<file path="src/rtl/i2c_ee_pkg.sv">
package i2c_ee_pkg;
  localparam logic [3:0] DEV_CODE = 4'b1010;

  typedef enum logic [2:0] {
    ST_IDLE,
    ST_DEV,
    ST_WADDR,
    ST_WDATA,
    ST_RDATA
  } state_e;
endpackage

</file>
<file path="src/rtl/i2c_ee_sync.sv">
module i2c_ee_sync #(
  parameter int STAGES = 2
) (
  input  logic clk_i,
  input  logic rst_ni,
  input  logic d_i,
  output logic q_o,
  output logic rise_o,
  output logic fall_o
);
  // STAGES sync flops plus one history flop for edge detection; idle bus is high
  logic [STAGES:0] sh_q;

  always_ff @(posedge clk_i or negedge rst_ni) begin
    if (!rst_ni) sh_q <= '1;
    else         sh_q <= {sh_q[STAGES-1:0], d_i};
  end

  assign q_o    = sh_q[STAGES-1];
  assign rise_o = sh_q[STAGES-1] & ~sh_q[STAGES];
  assign fall_o = ~sh_q[STAGES-1] & sh_q[STAGES];
endmodule

</file>
<file path="src/rtl/i2c_ee_mem.sv">
module i2c_ee_mem #(
  parameter int AW = 8,
  parameter int DW = 8
) (
  input  logic          clk_i,
  input  logic          rst_ni,
  input  logic          we_i,
  input  logic [AW-1:0] addr_i,
  input  logic [DW-1:0] wdata_i,
  output logic [DW-1:0] rdata_o
);
  localparam int DEPTH = 1 << AW;

  logic [DW-1:0] mem_q [DEPTH];

  always_ff @(posedge clk_i or negedge rst_ni) begin
    if (!rst_ni) begin
      for (int i = 0; i < DEPTH; i++) mem_q[i] <= '0;
    end else if (we_i) begin
      mem_q[addr_i] <= wdata_i;
    end
  end

  assign rdata_o = mem_q[addr_i];
endmodule

</file>
<file path="src/rtl/i2c_eeprom_slave.sv">
module i2c_eeprom_slave
  import i2c_ee_pkg::*;
#(
  parameter int ADDR_W      = 8,
  parameter int PAGE_W      = 3,
  parameter int SYNC_STAGES = 2
) (
  input  logic       clk_i,
  input  logic       rst_ni,
  input  logic       scl_i,
  input  logic       sda_i,
  input  logic [2:0] strap_i,
  input  logic       wp_i,
  output logic       sda_pull_o
);
  logic scl_s, scl_rise, scl_fall;
  logic sda_s, sda_rise, sda_fall;
  logic start_w, stop_w;

  state_e              state_q;
  logic [3:0]          bit_cnt_q;
  logic [7:0]          shift_q;
  logic [7:0]          tx_q;
  logic [ADDR_W-1:0]   word_addr_q;
  logic                rw_q;
  logic                mack_q;
  logic                pull_q;

  logic                mem_we;
  logic [7:0]          mem_rdata;
  logic                dev_match;
  logic [PAGE_W-1:0]   page_lo_next;
  logic [ADDR_W-1:0]   page_next;
  logic [ADDR_W-1:0]   full_next;

  i2c_ee_sync #(.STAGES(SYNC_STAGES)) u_scl_sync (
    .clk_i (clk_i), .rst_ni(rst_ni), .d_i(scl_i),
    .q_o   (scl_s), .rise_o(scl_rise), .fall_o(scl_fall)
  );

  i2c_ee_sync #(.STAGES(SYNC_STAGES)) u_sda_sync (
    .clk_i (clk_i), .rst_ni(rst_ni), .d_i(sda_i),
    .q_o   (sda_s), .rise_o(sda_rise), .fall_o(sda_fall)
  );

  assign start_w = sda_fall & scl_s;
  assign stop_w  = sda_rise & scl_s;

  assign dev_match    = (shift_q[7:1] == {DEV_CODE, strap_i});
  assign page_lo_next = word_addr_q[PAGE_W-1:0] + PAGE_W'(1);
  assign page_next    = {word_addr_q[ADDR_W-1:PAGE_W], page_lo_next};
  assign full_next    = word_addr_q + ADDR_W'(1);

  // store on the falling edge that ends the 8th data bit
  assign mem_we = (state_q == ST_WDATA) && scl_fall && (bit_cnt_q == 4'd8)
                  && !wp_i && !start_w && !stop_w;

  i2c_ee_mem #(.AW(ADDR_W), .DW(8)) u_mem (
    .clk_i  (clk_i),
    .rst_ni (rst_ni),
    .we_i   (mem_we),
    .addr_i (word_addr_q),
    .wdata_i(shift_q),
    .rdata_o(mem_rdata)
  );

  always_ff @(posedge clk_i or negedge rst_ni) begin
    if (!rst_ni) begin
      state_q     <= ST_IDLE;
      bit_cnt_q   <= '0;
      shift_q     <= '0;
      tx_q        <= '0;
      word_addr_q <= '0;
      rw_q        <= 1'b0;
      mack_q      <= 1'b0;
      pull_q      <= 1'b0;
    end else if (start_w) begin
      state_q   <= ST_DEV;
      bit_cnt_q <= '0;
      pull_q    <= 1'b0;
    end else if (stop_w) begin
      state_q   <= ST_IDLE;
      bit_cnt_q <= '0;
      pull_q    <= 1'b0;
    end else begin
      unique case (state_q)
        ST_IDLE: ;
        ST_DEV, ST_WADDR, ST_WDATA: begin
          if (scl_rise && bit_cnt_q < 4'd8) begin
            shift_q   <= {shift_q[6:0], sda_s};
            bit_cnt_q <= bit_cnt_q + 4'd1;
          end else if (scl_fall && bit_cnt_q == 4'd8) begin
            bit_cnt_q <= 4'd9;
            if (state_q == ST_DEV) begin
              if (dev_match) begin
                pull_q <= 1'b1;
                rw_q   <= shift_q[0];
              end else begin
                state_q   <= ST_IDLE;
                bit_cnt_q <= '0;
              end
            end else begin
              pull_q <= 1'b1;
              if (state_q == ST_WADDR) word_addr_q <= shift_q[ADDR_W-1:0];
              else                     word_addr_q <= page_next;
            end
          end else if (scl_fall && bit_cnt_q == 4'd9) begin
            pull_q    <= 1'b0;
            bit_cnt_q <= '0;
            if (state_q == ST_DEV) begin
              if (rw_q) begin
                state_q <= ST_RDATA;
                tx_q    <= mem_rdata;
                pull_q  <= ~mem_rdata[7];
              end else begin
                state_q <= ST_WADDR;
              end
            end else begin
              state_q <= ST_WDATA;
            end
          end
        end
        ST_RDATA: begin
          if (scl_rise && bit_cnt_q < 4'd8) begin
            bit_cnt_q <= bit_cnt_q + 4'd1;
          end else if (scl_rise && bit_cnt_q == 4'd8) begin
            mack_q    <= ~sda_s;
            bit_cnt_q <= 4'd9;
          end else if (scl_fall && bit_cnt_q != 4'd0 && bit_cnt_q < 4'd8) begin
            pull_q <= ~tx_q[6];
            tx_q   <= {tx_q[6:0], 1'b0};
          end else if (scl_fall && bit_cnt_q == 4'd8) begin
            pull_q      <= 1'b0;
            word_addr_q <= full_next;
          end else if (scl_fall && bit_cnt_q == 4'd9) begin
            bit_cnt_q <= '0;
            if (mack_q) begin
              tx_q   <= mem_rdata;
              pull_q <= ~mem_rdata[7];
            end else begin
              state_q <= ST_IDLE;
            end
          end
        end
        default: state_q <= ST_IDLE;
      endcase
    end
  end

  assign sda_pull_o = pull_q;
endmodule

</file>
<file path="config.mk">
export PLATFORM = sky130hd
export DESIGN_NAME = i2c_eeprom_slave
export DESIGN_NICKNAME = d
export VERILOG_FILES = /design/src/rtl/i2c_ee_pkg.sv /design/src/rtl/i2c_ee_sync.sv /design/src/rtl/i2c_ee_mem.sv /design/src/rtl/i2c_eeprom_slave.sv
export SDC_FILE = /design/constraint.sdc
export NUM_CORES = 2
export LEC_CHECK = 0
export BUFFER_PORTS_ARGS = -buffer_cell sky130_fd_sc_hd__buf_4
export CORE_ASPECT_RATIO = 0.8
export CORE_UTILIZATION = 55
export CTS_BUF_LIST = sky130_fd_sc_hd__clkbuf_8
export DETAILED_ROUTE_END_ITERATION = 8
export HOLD_SLACK_MARGIN = 0.12
export PLACE_DENSITY = 0.75
export RECOVER_POWER = 25
export REMOVE_ABC_BUFFERS = 1
export SYNTH_ARGS = -nofsm -noshare
export SYNTH_HDL_FRONTEND = slang
export SYNTH_SLANG_ARGS = --single-unit
export TNS_END_PERCENT = 10
</file>
<file path="constraint.sdc">
create_clock -name clk_i -period 3.85 [get_ports clk_i]
set_clock_uncertainty 0.1 [all_clocks]
set_input_delay 0.385 -clock clk_i [delete_from_list [all_inputs] [get_ports clk_i]]
set_output_delay 0.385 -clock clk_i [all_outputs]
set_load 0.02 [all_outputs]
</file>
Yosys cells after proc, flatten, opt, wreduce, memory -nomap -nowiden
Cells that the tools add are included.
Widths: inputs -> output; s select.

storage, ports and cells
  output and inout port bits = 1
  input port bits = 8
  bits in registers = 2087
  logic and storage cells = 427

cells by class
  $add $sub $neg = 3
  reductions and logical operators = 29
  $lt $le $gt $ge = 3
  muxes and demuxes = 71
  bitwise gates (word level) = 16
  equality and inequality tests = 38

operators by type and width
  operator            count
  $bwmux 2048         1
  $mux 8              11
  $mux 7              11
  $bmux 8 s8          1
  $demux 8 s8         1
  $mux 3              15
  $mux 4              11
  $ne 6x6->1 const B  5
  $ne 4x4->1 const B  7
  $ne 2x2->1 const B  12
  $reduce_and 11->1   2
  $pmux 8 s2          1
  $mux 1              15
  $ne 5x5->1 const B  3
  $pmux 7 s2          1
  $reduce_and 13->1   1
  $logic_and 1x1->1   12
  $ne 3x3->1 const B  4
  $reduce_and 10->1   1
  $ge 9x9->1 const B  1
  $lt 9x1->1 const B  1
  $not 1->1           9
  $not 8->9           1
  $pmux 3 s3          1
  other kinds (22)    32

Longest topological paths before layout
  word-level depth = 14
  gate-level depth with buffers = 13
  depth with buffers taken out = 9

Cells and area by module
Synthesis repeated with hierarchy kept, for this count alone.

second synthesis, totals
  cell total of the unflattened synthesis = 6059
  area, all modules = 95046.2 µm²

by module, submodules not included
  module            area each (µm²)  cells an instance  sequential area each (µm²)  instances
  i2c_ee_mem        92711.4          5832               51249.2                     1
  i2c_eeprom_slave  2147.1           217                825.8                       1
  i2c_ee_sync       93.8             5                  78.8                        2

Least setup slack after synthesis
No wires, ideal clock.

  path kind = register to register
  start = register word_addr_q[1]
  end = register u_mem.mem_q[1464] (netlist name)
  slack = 0.329 ns
  stages on the path, launching flop included = 14
  path buffers = 8
  data arrival time = 3.297 ns
  library setup time = 0.125 ns
  required time = 3.625 ns
  clock period less this slack = 3.521 ns
  path through = dfrtp_1 buf_4 buf_4 buf_2 buf_2 buf_4 buf_2 inv_1 ha_1 clkbuf_1 nand2_1 buf_2 nor2_2 mux2_2

on the way
  cells in the longest elaborated chain, start to end = 6
  elaborated cells between the ends (all ways) = 7
  classes of those cells = 2 x order compare; 3 x mux; 1 x bitwise; 1 x reduce/logical

RTL lines
  element                                                         line                     text
  from (decl)                                                     i2c_eeprom_slave.sv:24   logic [ADDR_W-1:0] word_addr_q;
  from (signal assigned)                                          i2c_eeprom_slave.sv:104  if (state_q == ST_WADDR) word_addr_q <= shift_q[ADDR_W-1:0];
  from (signal assigned)                                          i2c_eeprom_slave.sv:105  else word_addr_q <= page_next;
  from (signal assigned)                                          i2c_eeprom_slave.sv:134  word_addr_q <= full_next;
  $not 8->9 (implied by the code) *                               i2c_ee_mem.sv:20         mem_q[addr_i] <= wdata_i;
  $ge 9x9->1 (implied by the code) or $lt 9x1->1 (tied branches)  i2c_ee_mem.sv:20
  $logic_and 1x1->1 (implied by the code)                         i2c_ee_mem.sv:20
  $mux 8 (implied by the code)                                    i2c_ee_mem.sv:20
  $demux 8 s8 *                                                   i2c_ee_mem.sv:20
  $bwmux 2048 *                                                   i2c_ee_mem.sv:20
  to (signal, indexed assignment)                                 i2c_ee_mem.sv:20
  to (decl)                                                       i2c_ee_mem.sv:14         logic [DW-1:0] mem_q [DEPTH];

Mark *: on every way between the ends. The rest lies on a longest branch, timed or not.
A chain may end at the register's enable or synchronous reset.

Worst setup path after layout
  start = register word_addr_q[0]
  end = register tx_q[3]

on the way
  cells in the longest elaborated chain, start to end = 11
  elaborated cells between the ends (all ways) = 16
  classes of those cells = 15 x mux; 1 x bitwise

RTL lines
  element                                       line                     text
  $not 8->9 (implied by the code) *             i2c_ee_mem.sv:24         assign rdata_o = mem_q[addr_i];
  $bmux 8 s8 *                                  i2c_ee_mem.sv:24
  $mux 8 (implied by the code) * (2 in series)  i2c_ee_mem.sv:24
  $mux 7                                        i2c_eeprom_slave.sv:137  if (mack_q) begin
  $mux 7                                        i2c_eeprom_slave.sv:135  end else if (scl_fall && bit_cnt_q == 4'd9) begin
  $mux 7                                        i2c_eeprom_slave.sv:132  end else if (scl_fall && bit_cnt_q == 4'd8) begin
  $mux 7                                        i2c_eeprom_slave.sv:129  end else if (scl_fall && bit_cnt_q != 4'd0 && bit_cnt_q < 4'd8) begin
  $mux 7                                        i2c_eeprom_slave.sv:126  end else if (scl_rise && bit_cnt_q == 4'd8) begin
  $mux 7                                        i2c_eeprom_slave.sv:124  if (scl_rise && bit_cnt_q < 4'd8) begin
  $pmux 7 s2 *                                  i2c_eeprom_slave.sv:86   unique case (state_q)
  to (signal assigned)                          i2c_eeprom_slave.sv:113  tx_q <= mem_rdata;
  to (signal assigned)                          i2c_eeprom_slave.sv:131  tx_q <= {tx_q[6:0], 1'b0};
  to (signal assigned)                          i2c_eeprom_slave.sv:138  tx_q <= mem_rdata;
  to (decl)                                     i2c_eeprom_slave.sv:23   logic [7:0] tx_q;

Mark *: on every way between the ends. The rest lies on a longest branch, timed or not. The select of a mux whose other input is x is not followed.

==> reports/qor.yml <==
cts_sinks: 2087
post-synth-top-area-cell: "dfrtp_1"
antenna_found_initial: 10
vdd_drop_max_mv: 1.115
maxSlewHeadroom_pct: -101.2
syn_avg_cell_area_um2: 15.68
synth.area.top_cells: "dfrtp_1 53%, mux2_2 24%, mux4_2 11%"
worstPathMaxFanout: 38
ys_async_sr_fraction_pct: 100.0
routed_wl_um: 269100
synth_seq_cells: 2087
r2r-start: "word_addr_q[0]"
cts_root_buf: "clkbuf_8"
netlist_area_mm2: 0.09736
yosys-top-cells-count: "2081 x dfrtp_1, 2036 x mux2_2, 495 x mux4_2"
synth_top_area_share_pct: 53.49
drive_gt1_share_pct: 55.02
io_pins: 9
worstSkewPairLatency_ns: 1.06
gp_congestion: 0.9895
wire_per_inst_um: 29.83
fp.dieH_um: 378.3
r2r_setup_slack_ns: 0.04
setup_viol: 0
fin_nets: 6440
min_period_ns: 3.806
maxCapViolCount: 1
cp-end-kind: "register"
synth_edf_count: 0
whs_endpoint: "u_sda_sync.sh_q[1]"
worstRegToRegCells: 10
fin_crit_sh_pct: 98.86
power.density_mw_per_mm2: 465.1
max-clock-path-buffers: 4
area_delta_synth_final_pct: 11.24
grt_pass1_vias: 60370
hold_path_class: "register to register"
dp.cells: 8444
ys.flop_type: "dfrtp_1"
crit_required_ns: 4.67
min_path_cells: 0
worstSetupStartpointType: "register"
drtIter0Drc: 5794
worst_r2r_endpoint: "tx_q[3]"
fin_hold_ws_ns: 0.2815
tightestPinTransition_ns: 3.018
grt-ovfl-total: 0
die_w_um: 472.4
via_per_inst: 6.479
die-area_mm2: 0.1787
vias: 58460
grt_max_degree: 206
clk_pin_slew_ns: 0.07
p_leak_uw: 0.05193
violations: "capacitance limit, slew limit"
grt_usage_pct: 30.74
grt_pass1_wl_um: 407900
core_mm2: 0.1750
yosysSeqAreaShare_pct: 53.65
synth_cell_type_count: 82
cts_buffers: 332
tns_ns: 0
crit_type: "register to register"
placementRows: 137
synthCells: 6210
start_util_pct: 55.63
status: "complete, but fails checks"
ant_nets: 0
drc_errors: 0
rsz0062_at_grt: "false"
fin_cells: 9023
hpwl_um: 173700
drt_first_pass_iters: 6
htree_levels: 5
cts_tree: "yes"
post_cts_buffers: 0
ys_warn_count: 0
io_buffers: 8
yosysMostFrequentCell: "dfrtp_1"
hold_viol_final: 0
max_clock_freq_ghz: 0.2627
finalMaxSlewViolations: 10
cp_data_arrival_time_ns: 4.63
hp-start: "u_sda_sync.sh_q[0]"
==> power breakdown <==
group          total [uW]  internal [uW]  leakage, uW  switching, uW
Sequential          22400          22000       0.0291            374
Combinational        9200           2490       0.0191           6710
Clock               18700           9980      0.00371           8770
==> sequential cells by signal, indices dropped and copies added (netlist names), 3 cells and up <==
name / count
bit_cnt_q: 4
shift_q: 8
state_q: 3
tx_q: 7
u_mem.mem_q: 2048
u_scl_sync.sh_q: 3
u_sda_sync.sh_q: 3
word_addr_q: 8
==> how the worst max path moves through the flow <==
stage	from	end	slack, ns
2_1_floorplan	word_addr_q[0]	u_mem.mem_q[1225]	-19.16
3_3_place_gp	word_addr_q[0]	sda_pull_o	0.19
3_5_place_dp	word_addr_q[0]	sda_pull_o	0.13
4_1_cts	word_addr_q[0]	sda_pull_o	0.12
5_1_grt	rst_ni	u_mem.mem_q[598]	0.007
6_report	word_addr_q[0]	tx_q[3]	0.04
==> final cells by class <==
cell class | instances | area [um^2]
Fill cell | 12800 | 66710
Sequential cell | 2087 | 52280
Multi-Input combinational cell | 3634 | 42890
Clock buffer | 414 | 5698
Timing Repair Buffer | 357 | 3627
Tap cell | 2363 | 2957
Clock inverter | 144 | 763.2
Inverter | 13 | 53.80
Antenna cell | 11 | 27.53
==> critical path, stage by stage (launching register included) <==
cell       delay, ns
dfrtp_4         0.50
buf_12          0.19
buf_12          0.31
buf_4           0.35
mux4_2          0.56
nand4_1         0.11
o21ai_0         0.32
a2111oi_0       0.66
nand3_1         0.23
nor3_1          0.21
o22ai_1         0.12
==> cells in the final DEF (no fill, tap or decap), types with 20 or more instances in the layout <==
cell type,instances
a22oi_1,92
nand2_1,78
mux2_1,28
nor2_4,81
mux2_2,2036
mux4_2,495
clkinv_2,36
clkbuf_8,414
buf_12,77
nor2_2,120
mux2i_1,132
nor2_8,50
dfrtp_1,2067
nor2_1,43
inv_1,104
a21oi_1,48
o22ai_1,38
nor3_1,20
buf_4,239
nand3_1,42
o21ai_0,42
==> metal layers <==
| metal | wire length (um) | GRT usage (%) | vias up |
|---|---|---|---|
| li1 | - | - | 23700 |
| met1 | 115900 | 44.70 | 31630 |
| met4 | 10950 | 12.21 | 4 |
| met2 | 118700 | 44.26 | 2487 |
| met5 | 23 | 0 | - |
| met3 | 23510 | 7.814 | 636 |
==> logic make-up (layout without fill, tap and decap cells) <==
kind of cell | after synthesis | in the layout | synth area share (%)
AO/OA/AOI/OAI | 343 | 343 | 2.460
XOR/XNOR | 6 | 6 | 0.05397
adder cells (fa/ha/maj) | 7 | 7 | 0.08995
buffers and inverters | 489 | 928 | 2.399
flip-flops | 2087 | 2087 | 53.65
multiplexers | 2692 | 2692 | 36.69
other | 0 | 11 | 0
AND/OR/NAND/NOR | 586 | 586 | 4.659
==> through the flow <==
stage / setup slack [ns] / instance area (um^2) / util (%) / total power (uW)
after global routing: 0.007341 / 108300 / 61.87 / 52050
after detailed placement: 0.1330 / 101900 / 58.20 / 31880
after global placement: 0.1926 / 101900 / 58.20 / 31770
final: 0.04400 / 108300 / 61.88 / 50370
after CTS: 0.1230 / 108400 / 61.96 / 50520
after floorplan: -19.16 / 95070 / - / 26730
==> what timing repair did <==
item | CTS | global route
hold endpoints to repair | 2103 | 0
hold buffers | 10 | 0
setup endpoints to repair | 0 | 1
gates resized for setup | 0 | 1
Power figures use the tool's default switching activity.
